**src/rtl/smbus_txn_pkg.sv**
```systemverilog
package smbus_txn_pkg;
  typedef enum logic [2:0] {
    ST_IDLE  = 3'd0,
    ST_WRITE = 3'd1,
    ST_RECV  = 3'd2,
    ST_READ  = 3'd3,
    ST_DONE  = 3'd4,
    ST_ERR   = 3'd5
  } txn_state_e;
endpackage

```
**src/rtl/smbus_wr_buffer.sv**
```systemverilog
module smbus_wr_buffer #(
  parameter int DEPTH = 34,
  parameter int DW    = 8,
  parameter int CW    = $clog2(DEPTH + 1)
) (
  input  logic                clk,
  input  logic                rst_n,
  input  logic                wr_en,
  input  logic [DW-1:0]       din,
  input  logic                clr,
  output logic [CW-1:0]       cnt_eff_o,
  output logic [DW-1:0]       byte0_eff_o,
  output logic [DEPTH*DW-1:0] mem_flat_o
);
  localparam int IW = $clog2(DEPTH);
  localparam logic [CW-1:0] FULL_CNT = CW'(DEPTH);

  logic [DW-1:0] mem_q [DEPTH];
  logic [CW-1:0] cnt_q, cnt_d;
  logic          full, store;

  assign full  = (cnt_q == FULL_CNT);
  assign store = wr_en && !full;

  always_comb begin
    cnt_d = cnt_q + CW'(store);
    if (clr) cnt_d = '0;
  end

  always_ff @(posedge clk or negedge rst_n) begin
    if (!rst_n) begin
      cnt_q <= '0;
      for (int i = 0; i < DEPTH; i++) mem_q[i] <= '0;
    end else begin
      if (store) mem_q[cnt_q[IW-1:0]] <= din;
      cnt_q <= cnt_d;
    end
  end

  // count including a byte landing in the closing cycle
  assign cnt_eff_o   = cnt_q + CW'(store);
  assign byte0_eff_o = (cnt_q == '0) ? din : mem_q[0];

  for (genvar g = 0; g < DEPTH; g++) begin : g_flat
    assign mem_flat_o[g*DW +: DW] = mem_q[g];
  end

  // the byte count never passes the buffer depth
  a_r5_count_bounded: assert property (@(posedge clk) disable iff (!rst_n)
    cnt_q <= FULL_CNT);
  // a full buffer ignores further bytes
  a_r5_full_drops: assert property (@(posedge clk) disable iff (!rst_n)
    full && wr_en && !clr |=> cnt_q == FULL_CNT && $stable(mem_q[DEPTH-1]));
endmodule

```
**src/rtl/smbus_txn_fsm.sv**
```systemverilog
module smbus_txn_fsm
  import smbus_txn_pkg::*;
#(
  parameter int DW = 8,
  parameter int CW = 6,
  parameter int OW = 8
) (
  input  logic          clk,
  input  logic          rst_n,
  input  logic          ev_start_wr,
  input  logic          ev_start_rd,
  input  logic          ev_stop,
  input  logic          ev_nack,
  input  logic          rx_valid,
  input  logic          rd_req,
  input  logic [CW-1:0] cnt_eff,
  input  logic [DW-1:0] byte0_eff,
  input  logic [DW-1:0] reg_rdata,
  output logic          buf_wr_en,
  output logic          buf_clr,
  output logic          quick_vld,
  output logic          quick_rd,
  output logic          send_vld,
  output logic          wr_vld,
  output logic [CW-1:0] wr_len,
  output logic          reg_req,
  output logic          reg_recv,
  output logic [DW-1:0] reg_cmd,
  output logic [OW-1:0] reg_offset,
  output logic          rd_valid,
  output logic [DW-1:0] rd_data
);
  txn_state_e    state_q, state_d;
  logic [DW-1:0] cmd_q, cmd_d;
  logic [OW-1:0] off_q, off_d;
  logic          qv_d, qr_d, sv_d, wv_d;
  logic [CW-1:0] len_d;
  logic          rd_ok, any_ctrl;

  assign rd_ok     = (state_q == ST_RECV) || (state_q == ST_READ);
  assign any_ctrl  = ev_stop || ev_nack || ev_start_rd || ev_start_wr;
  assign buf_wr_en = (state_q == ST_WRITE) && rx_valid;

  always_comb begin
    state_d = state_q;
    cmd_d   = cmd_q;
    off_d   = off_q;
    qv_d    = 1'b0;
    qr_d    = quick_rd;
    sv_d    = 1'b0;
    wv_d    = 1'b0;
    len_d   = wr_len;
    buf_clr = 1'b0;
    if (ev_stop) begin
      state_d = ST_IDLE;
      buf_clr = 1'b1;
      off_d   = '0;
      if (state_q == ST_WRITE) begin
        if (cnt_eff == '0) begin
          qv_d = 1'b1;
          qr_d = 1'b0;
        end else if (cnt_eff == CW'(1)) begin
          sv_d = 1'b1;
        end else begin
          wv_d  = 1'b1;
          len_d = cnt_eff - CW'(1);
        end
      end else if (state_q == ST_RECV) begin
        qv_d = 1'b1;
        qr_d = 1'b1;
      end
    end else if (ev_nack) begin
      if (state_q == ST_READ || state_q == ST_DONE) state_d = ST_DONE;
      else                                          state_d = ST_ERR;
    end else if (ev_start_rd) begin
      if (state_q == ST_IDLE) begin
        state_d = ST_RECV;
      end else if (state_q == ST_WRITE && cnt_eff != '0) begin
        state_d = ST_READ;
        cmd_d   = byte0_eff;
        off_d   = '0;
        buf_clr = 1'b1;
        if (cnt_eff != CW'(1)) begin
          wv_d  = 1'b1;
          len_d = cnt_eff - CW'(1);
        end
      end else begin
        state_d = ST_ERR;
      end
    end else if (ev_start_wr) begin
      state_d = (state_q == ST_IDLE) ? ST_WRITE : ST_ERR;
    end else if (rd_req) begin
      case (state_q)
        ST_RECV: state_d = ST_DONE;
        ST_READ: off_d   = off_q + OW'(1);
        default: state_d = ST_ERR;
      endcase
    end
  end

  always_ff @(posedge clk or negedge rst_n) begin
    if (!rst_n) begin
      state_q   <= ST_IDLE;
      cmd_q     <= '0;
      off_q     <= '0;
      quick_vld <= 1'b0;
      quick_rd  <= 1'b0;
      send_vld  <= 1'b0;
      wr_vld    <= 1'b0;
      wr_len    <= '0;
      rd_valid  <= 1'b0;
      rd_data   <= '0;
    end else begin
      state_q   <= state_d;
      cmd_q     <= cmd_d;
      off_q     <= off_d;
      quick_vld <= qv_d;
      quick_rd  <= qr_d;
      send_vld  <= sv_d;
      wr_vld    <= wv_d;
      wr_len    <= len_d;
      rd_valid  <= rd_req;
      if (rd_req) rd_data <= rd_ok ? reg_rdata : '0;
    end
  end

  assign reg_req    = rd_req && rd_ok;
  assign reg_recv   = (state_q == ST_RECV);
  assign reg_cmd    = cmd_q;
  assign reg_offset = off_q;

  // the error state is left only through a stop
  a_r10_error_sticky: assert property (@(posedge clk) disable iff (!rst_n)
    state_q == ST_ERR && !ev_stop |=> state_q == ST_ERR);
  // a stop always wins and lands in idle
  a_r12_stop_to_idle: assert property (@(posedge clk) disable iff (!rst_n)
    ev_stop |=> state_q == ST_IDLE);
  // at most one kind of dispatch per cycle
  a_r2_one_dispatch: assert property (@(posedge clk) disable iff (!rst_n)
    $onehot0({quick_vld, send_vld, wr_vld}));
  // the offset advances by one per read in the reading phase
  a_r6_offset_step: assert property (@(posedge clk) disable iff (!rst_n)
    state_q == ST_READ && rd_req && !any_ctrl |=> reg_offset == $past(reg_offset) + OW'(1));
  // a refused read returns zero
  a_r10_bad_read_zero: assert property (@(posedge clk) disable iff (!rst_n)
    rd_req && !rd_ok |=> rd_valid && rd_data == '0);
  // a command write always carries at least one data byte
  a_r4_len_nonzero: assert property (@(posedge clk) disable iff (!rst_n)
    wr_vld |-> wr_len != '0);
endmodule

```
**src/rtl/smbus_txn_decoder.sv**
```systemverilog
module smbus_txn_decoder #(
  parameter int BUF_DEPTH = 34,
  parameter int DATA_W    = 8,
  parameter int OFF_W     = 8,
  localparam int CNT_W    = $clog2(BUF_DEPTH + 1)
) (
  input  logic                          clk,
  input  logic                          rst_n,
  input  logic                          ev_start_wr,
  input  logic                          ev_start_rd,
  input  logic                          ev_stop,
  input  logic                          ev_nack,
  input  logic                          rx_valid,
  input  logic [DATA_W-1:0]             rx_data,
  input  logic                          rd_req,
  input  logic [DATA_W-1:0]             reg_rdata,
  output logic                          quick_vld,
  output logic                          quick_rd,
  output logic                          send_vld,
  output logic [DATA_W-1:0]             send_data,
  output logic                          wr_vld,
  output logic [DATA_W-1:0]             wr_cmd,
  output logic [CNT_W-1:0]              wr_len,
  output logic [(BUF_DEPTH-1)*DATA_W-1:0] wr_data,
  output logic                          reg_req,
  output logic                          reg_recv,
  output logic [DATA_W-1:0]             reg_cmd,
  output logic [OFF_W-1:0]              reg_offset,
  output logic                          rd_valid,
  output logic [DATA_W-1:0]             rd_data
);
  logic                        buf_wr_en, buf_clr;
  logic [CNT_W-1:0]            cnt_eff;
  logic [DATA_W-1:0]           byte0_eff;
  logic [BUF_DEPTH*DATA_W-1:0] mem_flat;

  smbus_wr_buffer #(.DEPTH(BUF_DEPTH), .DW(DATA_W), .CW(CNT_W)) i_buf (
    .clk(clk), .rst_n(rst_n), .wr_en(buf_wr_en), .din(rx_data), .clr(buf_clr),
    .cnt_eff_o(cnt_eff), .byte0_eff_o(byte0_eff), .mem_flat_o(mem_flat)
  );

  smbus_txn_fsm #(.DW(DATA_W), .CW(CNT_W), .OW(OFF_W)) i_fsm (
    .clk(clk), .rst_n(rst_n), .ev_start_wr(ev_start_wr), .ev_start_rd(ev_start_rd),
    .ev_stop(ev_stop), .ev_nack(ev_nack), .rx_valid(rx_valid), .rd_req(rd_req),
    .cnt_eff(cnt_eff), .byte0_eff(byte0_eff), .reg_rdata(reg_rdata),
    .buf_wr_en(buf_wr_en), .buf_clr(buf_clr), .quick_vld(quick_vld),
    .quick_rd(quick_rd), .send_vld(send_vld), .wr_vld(wr_vld), .wr_len(wr_len),
    .reg_req(reg_req), .reg_recv(reg_recv), .reg_cmd(reg_cmd),
    .reg_offset(reg_offset), .rd_valid(rd_valid), .rd_data(rd_data)
  );

  assign send_data = mem_flat[DATA_W-1:0];
  assign wr_cmd    = mem_flat[DATA_W-1:0];
  assign wr_data   = mem_flat[BUF_DEPTH*DATA_W-1:DATA_W];
endmodule

```
**config.mk**
```make
export PLATFORM = sky130hd
export DESIGN_NAME = smbus_txn_decoder
export DESIGN_NICKNAME = d
export VERILOG_FILES = /design/src/rtl/smbus_txn_pkg.sv /design/src/rtl/smbus_wr_buffer.sv /design/src/rtl/smbus_txn_fsm.sv /design/src/rtl/smbus_txn_decoder.sv
export SDC_FILE = /design/constraint.sdc
export NUM_CORES = 1
export LEC_CHECK = 0
export ABC_AREA = 1
export BUFFER_PORTS_ARGS = -buffer_cell sky130_fd_sc_hd__buf_2
export CORE_MARGIN = 5
export CORE_UTILIZATION = 40
export DETAILED_ROUTE_END_ITERATION = 10
export PLACE_DENSITY = 0.71
export SYNTH_ARGS = -nofsm -noshare
export SYNTH_HDL_FRONTEND = slang
export SYNTH_HIERARCHICAL = 1
export SYNTH_SLANG_ARGS = --single-unit
```
**constraint.sdc**
```tcl
create_clock -name clk -period 3.14 [get_ports clk]
set_input_delay 0.471 -clock clk [delete_from_list [all_inputs] [get_ports clk]]
set_output_delay 0.471 -clock clk [all_outputs]
set_load 0.005 [all_outputs]
```
# Word-level counts from Yosys, hierarchy flattened
# Index checks and enable logic that the tools add are counted.
dict set report totals {
  register_bits 316
  out_inout_bits 317
  inputBits 24
  elab_cells 153
}
dict set report classes {
  eq_ne 17
  n_reduce_logical 24
  n_bitwise 4
  n_mux 58
  order_cmp 2
  n_addsub 3
}
# cell n
set ops {}
lappend ops {{$bwmux 272} 1}
lappend ops {{$mux 8} 11}
lappend ops {{$mux 6} 10}
lappend ops {{$demux 8 s6} 1}
lappend ops {{$mux 1} 26}
lappend ops {{$mux 3} 8}
lappend ops {{$logic_not 6->1} 2}
lappend ops {{$add 8x1->8 const B} 1}
lappend ops {{$ne 2x2->1 const B} 4}
lappend ops {{$reduce_and 8->1} 1}
lappend ops {{$reduce_bool 2->1} 4}
lappend ops {{$ge 7x7->1 const B} 1}
lappend ops {{$lt 7x1->1 const B} 1}
lappend ops {{$not 6->7} 1}
lappend ops {{$add 6x1->6} 1}
lappend ops {{$eq 3x2->1 const B} 2}
lappend ops {{$eq 6x1->1 const B} 1}
lappend ops {{$eq 6x6->1 const B} 1}
lappend ops {{$ne 3x1->1 const B} 2}
lappend ops {{$ne 6x1->1 const B} 1}
lappend ops {{$pmux 3 s2} 1}
lappend ops {{$reduce_and 6->1} 1}
lappend ops {{$reduce_bool 3->1} 2}
lappend ops {{$reduce_bool 6->1} 1}
lappend ops {{15 further kinds} 23}

# Logic depth before layout (Yosys ltp)
# Gate-level depths: netlist (run 1).
dict set report logic_depth {
  depth_word 12
  depth_mapped 20
}

# Modules after synthesis
# The synthesis (run 1) kept the hierarchy.
# module area_each_um2 cells_each instances seq_area_each_um2
set modules_own_cells {}
lappend modules_own_cells {smbus_wr_buffer 12104.1 1340 1 6956.7}
lappend modules_own_cells {smbus_txn_fsm 1935.6 225 1 950.9}
lappend modules_own_cells {smbus_txn_decoder 60.1 8 1 0.0}

# Worst setup path after synthesis (run 1)
# No wires, ideal clock.
dict set report synth_path {
  path_kind {flip-flop to flip-flop}
  start {register i_fsm.state_q[1]}
  end {register i_fsm.cmd_q[1] (netlist: i_fsm/reg_cmd[1])}
  path_stages_with_launch 20
  setup_time_ns 0.121
  path_slack_ns 0.308
  required_time_ns 3.019
  t_arrival_ns 2.711
  path_buffers 3
  path_cell_list {dfrtp_1 inv_1 nand3_2 nor2_1 buf_2 clkbuf_1 and2_1 ha_1 ha_1 nand2_1 nor2_1 xor2_1 nor2_1 nand3_2 nand2_4 inv_2 nand3_2 buf_2 nand2_1 o21ai_1}
}
dict set report synth_between {
  elab_chain_cells 7
}
# element line_no
set synth_rtl {}
lappend synth_rtl {{start, declared} smbus_txn_fsm.sv:33} ;# txn_state_e state_q, state_d;
lappend synth_rtl {{start signal, assigned} smbus_txn_fsm.sv:114} ;# state_q <= state_d;
lappend synth_rtl {{$eq 3x1->1} smbus_txn_fsm.sv:42} ;# assign buf_wr_en = (state_q == ST_WRITE) && rx_valid;
lappend synth_rtl {{$logic_and 1x1->1} smbus_txn_fsm.sv:42}
lappend synth_rtl {{named net buf_wr_en} smbus_txn_decoder.sv:32} ;# logic buf_wr_en, buf_clr;
lappend synth_rtl {{$logic_and 1x1->1} smbus_wr_buffer.sv:23} ;# assign store = wr_en && !full;
lappend synth_rtl {{$add 6x1->6} smbus_wr_buffer.sv:41} ;# assign cnt_eff_o = cnt_q + CW'(store);
lappend synth_rtl {{named net cnt_eff[4]} smbus_txn_decoder.sv:33} ;# logic [CNT_W-1:0] cnt_eff;
lappend synth_rtl {{$reduce_bool 6->1} smbus_txn_fsm.sv:78} ;# end else if (state_q == ST_WRITE && cnt_eff != '0) begin
lappend synth_rtl {{$logic_and 1x1->1} smbus_txn_fsm.sv:78}
lappend synth_rtl {{$reduce_and 5->1 (no source line)} n/a}
lappend synth_rtl {{end signal, assigned} smbus_txn_fsm.sv:115} ;# cmd_q <= cmd_d;
lappend synth_rtl {{end, declared} smbus_txn_fsm.sv:34} ;# logic [DW-1:0] cmd_q, cmd_d;
# The timed path passes the listed nets, and every way through them passes these cells.
# A chain may end at the register's enable or synchronous reset.

# Final worst setup path (run 1)
dict set report layout_path {
  start {register i_buf.cnt_q[1]}
  end {register i_buf.cnt_q[3]}
}
dict set report layout_between {
  elab_chain_cells 12
}
# element line_no
set layout_rtl {}
lappend layout_rtl {{start, declared} smbus_wr_buffer.sv:19} ;# logic [CW-1:0] cnt_q, cnt_d;
lappend layout_rtl {{start signal, assigned} smbus_wr_buffer.sv:36} ;# cnt_q <= cnt_d;
lappend layout_rtl {{$eq 6x6->1} smbus_wr_buffer.sv:22} ;# assign full = (cnt_q == FULL_CNT);
lappend layout_rtl {{$logic_not 1->1} smbus_wr_buffer.sv:23}
lappend layout_rtl {{$logic_and 1x1->1} smbus_wr_buffer.sv:23}
lappend layout_rtl {{$add 6x1->6 *} smbus_wr_buffer.sv:41}
lappend layout_rtl {{named net cnt_eff[4]} smbus_txn_decoder.sv:33}
lappend layout_rtl {{$reduce_bool 6->1 *} smbus_txn_fsm.sv:78}
lappend layout_rtl {{$logic_and 1x1->1 *} smbus_txn_fsm.sv:78}
lappend layout_rtl {{$mux 1 *} smbus_txn_fsm.sv:78}
lappend layout_rtl {{$mux 1 *} smbus_txn_fsm.sv:76} ;# if (state_q == ST_IDLE) begin
lappend layout_rtl {{$mux 1 *} smbus_txn_fsm.sv:75} ;# end else if (ev_start_rd) begin
lappend layout_rtl {{$mux 1 *} smbus_txn_fsm.sv:72} ;# end else if (ev_nack) begin
lappend layout_rtl {{$mux 1 *} smbus_txn_fsm.sv:54} ;# if (ev_stop) begin
lappend layout_rtl {{named net buf_clr} smbus_txn_decoder.sv:32}
lappend layout_rtl {{$mux 6 *} smbus_wr_buffer.sv:27} ;# if (clr) cnt_d = '0;
lappend layout_rtl {{named net i_buf.cnt_d[3]} smbus_wr_buffer.sv:19}
# Mark *: on every way through the listed nets, which the timed path passes. The rest lies on a longest branch.

==> results_dict.tcl, run 1 <==
set metrics [dict create \
    outcome "finished clean" \
    fin_cells 2335 \
    gp_congestion 0.829 \
    rsz0062_at_grt "no" \
    numCtsBuffers 36 \
    timing.hold.ws_ps 138 \
    yosys.area.top_type "dfrtp_1" \
    syn_inst 1573 \
    p_leak_uw 0.00988 \
    die_y_um 198 \
    crit_type "flip-flop to flip-flop" \
    timing.rr.start "i_buf/cnt_q[1]$_DFF_PN0_" \
    antenna_found_initial 0 \
    pwr-share-clk_pct 43.3 \
    grt-ovfl-total 0 \
    cts.sink_count 316 \
    async_flop_share_pct 100 \
    r2r-end "i_buf/cnt_q[3]$_DFF_PN0_" \
    met1Wirelength_mm 19.5 \
    p_sw_uw 2540 \
    place_hpwl_mm 29.0 \
    synth_nets 1602 \
    final_core_util_pct 49.8 \
    path_max_fanout 8 \
    synth_top_area_share_pct 56.1 \
    grt_pass1_vias 12100 \
    synthesis.area_um2 14100 \
    skew_ps 16.0 \
    synth.distinct_cells 33 \
    hold_viol 0 \
    drc 0 \
    clk_pin_slew_ps 60 \
    num_antenna_cells 0 \
    cp-end-kind "flip-flop" \
    ys_top_cells_by_area "dfrtp_1 (56%), nand2_1 (17%), nand4_1 (12%)" \
    synth_seq_area_share_pct 56.1 \
    drive_gt1_share_pct 27.6 \
    yosys_warnings 6 \
    drv_slew 0 \
    hold_class "primary input to flip-flop" \
    seq_power_share_pct 45.6 \
    clock.fmax_mhz 341 \
    grt_start_max_net_pins 164 \
    period_minus_slack_ps 2930 \
    die-area_um2 39100 \
    core_region_area_um2 34700 \
    ys_seq_elements 316 \
    fin_nets 1884 \
    tns_ps 0 \
    syn_area_per_cell_um2 8.96 \
    intPower_uw 7230 \
    cts_max_level 2 \
    r2r_slack_ps 210 \
    grt_use_total_pct 22.4 \
    met3WireLength_mm 3.41 \
    postCtsSetupBuffers 0 \
    place_inst 2271 \
    min_period_over_period_pct 93.4 \
    timing.slew.headroom_pct 19.5 \
    num_vias 12700 \
    wl_per_cell_um 19.6 \
    powerDensity_nw_per_um2 565 \
    rr_worst_depth 14 \
    grt_pass1_wl_mm 70.6 \
    sw_frac_of_total_pct 26.0 \
    finalSetupViolCount 0 \
    row_count 68 \
    synthFlopType "dfrtp_1" \
    final_design_area_no_fill_um2 17300 \
    drt_iter0_drc 923 \
    holdPathStages 1 \
    clkLatencyLatePin_ps 500 \
    holdCritStartpoint "rd_req" \
    dr_wl_met2_mm 21.9 \
    crit_arrival_ps 3300 \
    startpoint_type "flip-flop" \
    synth_edf_count 0 \
    dr.pass1.iters 5 \
    start_util_pct 40.6 \
    tightest_slew_ps 1210 \
    ant_nets 0 \
    dpl-instance-area_um2 16100 \
    die_w_um 198 \
    ir_worst_vdd_mv 0.357 \
    clk_path_buf_depth 3 \
    holdPathEnd "i_fsm/rd_valid$_DFF_PN0_" \
    cap_violations 0 \
    ioPinCount 341 \
    port_buffers 340 \
    combinationalPowerShare_pct 11.1 \
    area_growth_pct 22.7 \
    final_common_cell "nand2_1" \
    routed.top_layer "met4" \
    cts_tree "yes" \
    worstPathRequired_ps 3500 \
    wirelength_mm 45.8 \
    root_buffer "clkbuf_16" \
    routed_via_density 5.44 \
    final_cell_mix "nand2_1 (622), buf_2 (339), dfrtp_1 (316), nand4_1 (273)" \
]
power by group through the flow:
stage	combinational [µW]	sequential [µW]	clock [µW]
2_1_floorplan	562	4520	0
3_3_place_gp	1080	4520	0
3_5_place_dp	1100	4520	0
4_1_cts	1100	4460	4310
5_1_grt	1210	4480	4480
6_report	1090	4460	4230
cell families after synthesis:
kind of cell | share of synthesized area (%)
buf+inv | 4.98
simple gates | 36.2
flops | 56.1
xor+xnor | 0.311
fa+ha+maj | 0.444
compound gates | 2.03
final cells by class:
class | instances | area [µm²]
Fill cell | 3240 | 17400
Sequential cell | 316 | 7910
Multi-Input combinational cell | 1100 | 5510
Timing Repair Buffer | 360 | 1960
Clock buffer | 52 | 1050
Tap cell | 455 | 569
Inverter | 41 | 154
Clock inverter | 11 | 136
sequential cells by signal, indices dropped and copies added (netlist names), 3 cells and up:
name,cells
i_fsm/rd_data,8
i_fsm/state_q,3
i_fsm/wr_len,6
i_fsm/reg_offset,8
i_buf/mem_flat_o,272
i_buf/cnt_q,6
i_fsm/reg_cmd,8
what timing repair did:
action / CTS / global route
resized for setup: 0 / 1
setup endpoints to repair: 0 / 5
hold buffers: 1 / 0
endpoints found under the hold margin: 20 / 0
worst max-delay path by stage:
stage | slack (ps) | depth (start not counted) | start | to
after floorplan | 310 | 19 | i_fsm/state_q[1]$_DFFE_PN0P_ | i_fsm/reg_cmd[1]$_DFFE_PN0P_
after global placement | 430 | 14 | i_fsm/state_q[1]$_DFFE_PN0P_ | i_buf/cnt_q[3]$_DFF_PN0_
after detailed placement | 260 | 16 | i_buf/cnt_q[1]$_DFF_PN0_ | i_fsm/reg_cmd[2]$_DFFE_PN0P_
after CTS | 240 | 16 | i_buf/cnt_q[1]$_DFF_PN0_ | i_fsm/reg_cmd[2]$_DFFE_PN0P_
after global routing | 20 | 14 | i_buf/cnt_q[1]$_DFF_PN0_ | i_buf/cnt_q[3]$_DFF_PN0_
final | 210 | 14 | i_buf/cnt_q[1]$_DFF_PN0_ | i_buf/cnt_q[3]$_DFF_PN0_
critical path, stage by stage (launching register included):
cell     delay (ps)
dfrtp_1         460
inv_1           110
nor2_1          230
nand3_4         120
and2_1          160
ha_1            210
ha_1            210
nand2_1          90
nor2_1           50
xor2_1          290
nor2_1          130
nand3_2         140
nand2_4          90
a21oi_1         390
nor3_1          120
metal layers:
metal  global-route usage (%)  vias to the layer above
met5                        0                        -
met4                     5.84                        0
met3                     4.36                       80
met2                     36.1                      485
met1                     31.4                     6238
li1                         -                     5900
synthesized netlist by cell type (8+ instances only):
master	n
dfrtp_1	316
buf_2	36
nand3_2	39
nor2_4	12
nand4_1	273
nor2_1	32
nor2_2	29
inv_2	8
buf_1	15
inv_1	33
o21ai_0	11
o21ai_1	9
buf_4	10
nand2_1	622
a22o_1	8
nand3_1	25
clkbuf_1	51
metrics by stage:
| step | setup slack [ps] | total power (µW) |
|---|---|---|
| after CTS | 237 | 9870 |
| after global routing | 20.5 | 10200 |
| after floorplan | 308 | 5080 |
| after global placement | 426 | 5600 |
| final | 208 | 9770 |
| after detailed placement | 262 | 5620 |
No activity file was read; power rests on OpenSTA's default activity.
==> inputs of run 2 (changes only) <==
RECOVER_POWER = 50   (was not set)
==> run 2 against run 1 <==
Effect of this change:
- the flow now finishes with violations (capacitance limit, slew limit)
- sequential power about the same
- non-clock buffer count unchanged
- worst hold slack better by 22 ps
- register-to-register slack about the same
- routed wire length down 0.17%
- fmax down 0.23%
- combinational power about the same
- count of clock-buffer cells in the layout unchanged
- setup slack worse by 6.8 ps
==> results_dict.tcl, run 2 (synthesis gave the netlist of run 1 again) <==
set metrics [dict create \
    drc 0 \
    seq_power_share_pct 45.8 \
    die_y_um 198 \
    ant_nets 0 \
    grt_start_max_net_pins 164 \
    grt_pass1_wl_mm 70.6 \
    tightest_slew_ps 2190 \
    intPower_uw 7200 \
    num_vias 12700 \
    root_buffer "clkbuf_16" \
    grt_pass1_vias 12100 \
    violations "capacitance limit, slew limit" \
    area_growth_pct 21.5 \
    port_buffers 340 \
    clkLatencyLatePin_ps 500 \
    final_cell_mix "nand2_1 (622), dfrtp_1 (316), nand4_1 (273), buf_2 (229), clkbuf_1 (117)" \
    powerDensity_nw_per_um2 569 \
    hold_viol 0 \
    drt_iter0_drc 907 \
    drv_slew 79 \
    cp-startpoint "i_buf/cnt_q[1]$_DFF_PN0_" \
    min_period_over_period_pct 93.6 \
    dr.pass1.iters 6 \
    outcome "finished with violations" \
    wl_per_cell_um 19.6 \
    cp-end-kind "flip-flop" \
    final_common_cell "nand2_1" \
    clk_path_buf_depth 3 \
    cts_max_level 2 \
    cts.sink_count 316 \
    crit_type "flip-flop to flip-flop" \
    hold_class "primary input to flip-flop" \
    tns_ps 0 \
    crit_arrival_ps 3300 \
    finalSetupViolCount 0 \
    routed_via_density 5.43 \
    rsz0062_at_grt "no" \
    gp_congestion 0.829 \
    path_max_fanout 8 \
    p_sw_uw 2540 \
    drive_gt1_share_pct 21.6 \
    start_util_pct 40.6 \
    row_count 68 \
    fin_nets 1884 \
    sw_frac_of_total_pct 26.0 \
    pwr-share-clk_pct 43.3 \
    timing.rr.start "i_buf/cnt_q[1]$_DFF_PN0_" \
    combinationalPowerShare_pct 10.9 \
    antenna_found_initial 0 \
    holdCritStartpoint "rd_req" \
    grt_use_total_pct 22.4 \
    num_antenna_cells 0 \
    p_leak_uw 0.00941 \
    numCtsBuffers 36 \
    r2r_slack_ps 200 \
    wirelength_mm 45.8 \
    worstPathRequired_ps 3500 \
    grt-ovfl-total 0 \
    place_hpwl_mm 29.0 \
    die_w_um 198 \
    period_minus_slack_ps 2940 \
    largest_reg_flops 272 \
    startpoint_type "flip-flop" \
    cts_tree "yes" \
    core_region_area_um2 34700 \
    clk_pin_slew_ps 60 \
    ioPinCount 341 \
    die-area_um2 39100 \
    timing.slew.headroom_pct -46.2 \
    cap_violations 1 \
    skew_ps 16.7 \
    timing.hold.ws_ps 161 \
    ir_worst_vdd_mv 0.358 \
    clock.fmax_mhz 340 \
]
==> run 2: final timing paths <==
check,to,cells past startpoint
setup / recovery,i_buf/cnt_q[3]$_DFF_PN0_,14
hold / removal,i_fsm/rd_valid$_DFF_PN0_,1
setup reg to reg,i_buf/cnt_q[3]$_DFF_PN0_,14
hold reg to reg,i_buf/mem_flat_o[102]$_DFFE_PN0P_,2
max in group asynchronous,i_buf/mem_flat_o[120]$_DFFE_PN0P_,3
min in group asynchronous,i_buf/mem_flat_o[41]$_DFFE_PN0P_,2
==> run 2: through the flow <==
stage	util (%)	instance area [µm²]	total power, µW	instances	setup WS, ps
CTS	49.8	17300	9870	2335	237
global placement	46.4	16100	5600	2271	426
finish	49.3	17100	9740	2335	201
global route	49.3	17100	10100	2335	20.5
detailed placement	46.4	16100	5620	2271	262
floorplan	-	14100	5080	1573	308
==> run 2: per-layer routing <==
metal,GRT usage (%),up-vias,share of wire [%]
li1,-,5901,-
met1,31.4,6232,42
met2,36.1,471,48
met3,4.36,74,7.4
met4,5.84,0,2.2
met5,0,-,0
==> run 2: power by group through the flow <==
| stage | Clock [µW] | Combinational (µW) | Sequential [µW] |
|---|---|---|---|
| floorplan | 0 | 562 | 4520 |
| global placement | 0 | 1080 | 4520 |
| detailed placement | 0 | 1100 | 4520 |
| CTS | 4310 | 1100 | 4460 |
| global route | 4480 | 1180 | 4480 |
| finish | 4220 | 1060 | 4460 |
==> run 2: layout make-up <==
class                      instances  area (µm²)
fill                            3308       17600
clock inverter                    11         136
clock buffer                      52        1050
tap                              455         569
timing repair buffer             360        1800
inverter                          41         154
multi-input combinational       1100        5510
sequential                       316        7910
==> run 2: worst max-delay path, stage by stage (launching register included) <==
cell     delay [ps]
dfrtp_1         470
inv_1           110
nor2_1          230
nand3_4         120
and2_1          160
ha_1            210
ha_1            210
nand2_1          90
nor2_1           50
xor2_1          290
nor2_1          130
nand3_2         140
nand2_4          90
a21oi_1         400
nor3_1          120
==> run 2: repair_timing <==
action,in CTS,in global routing
setup buffers,0,0
hold buffers,1,0
resized for setup,0,1
endpoints found under the setup margin,0,5
hold endpoints to repair,20,0
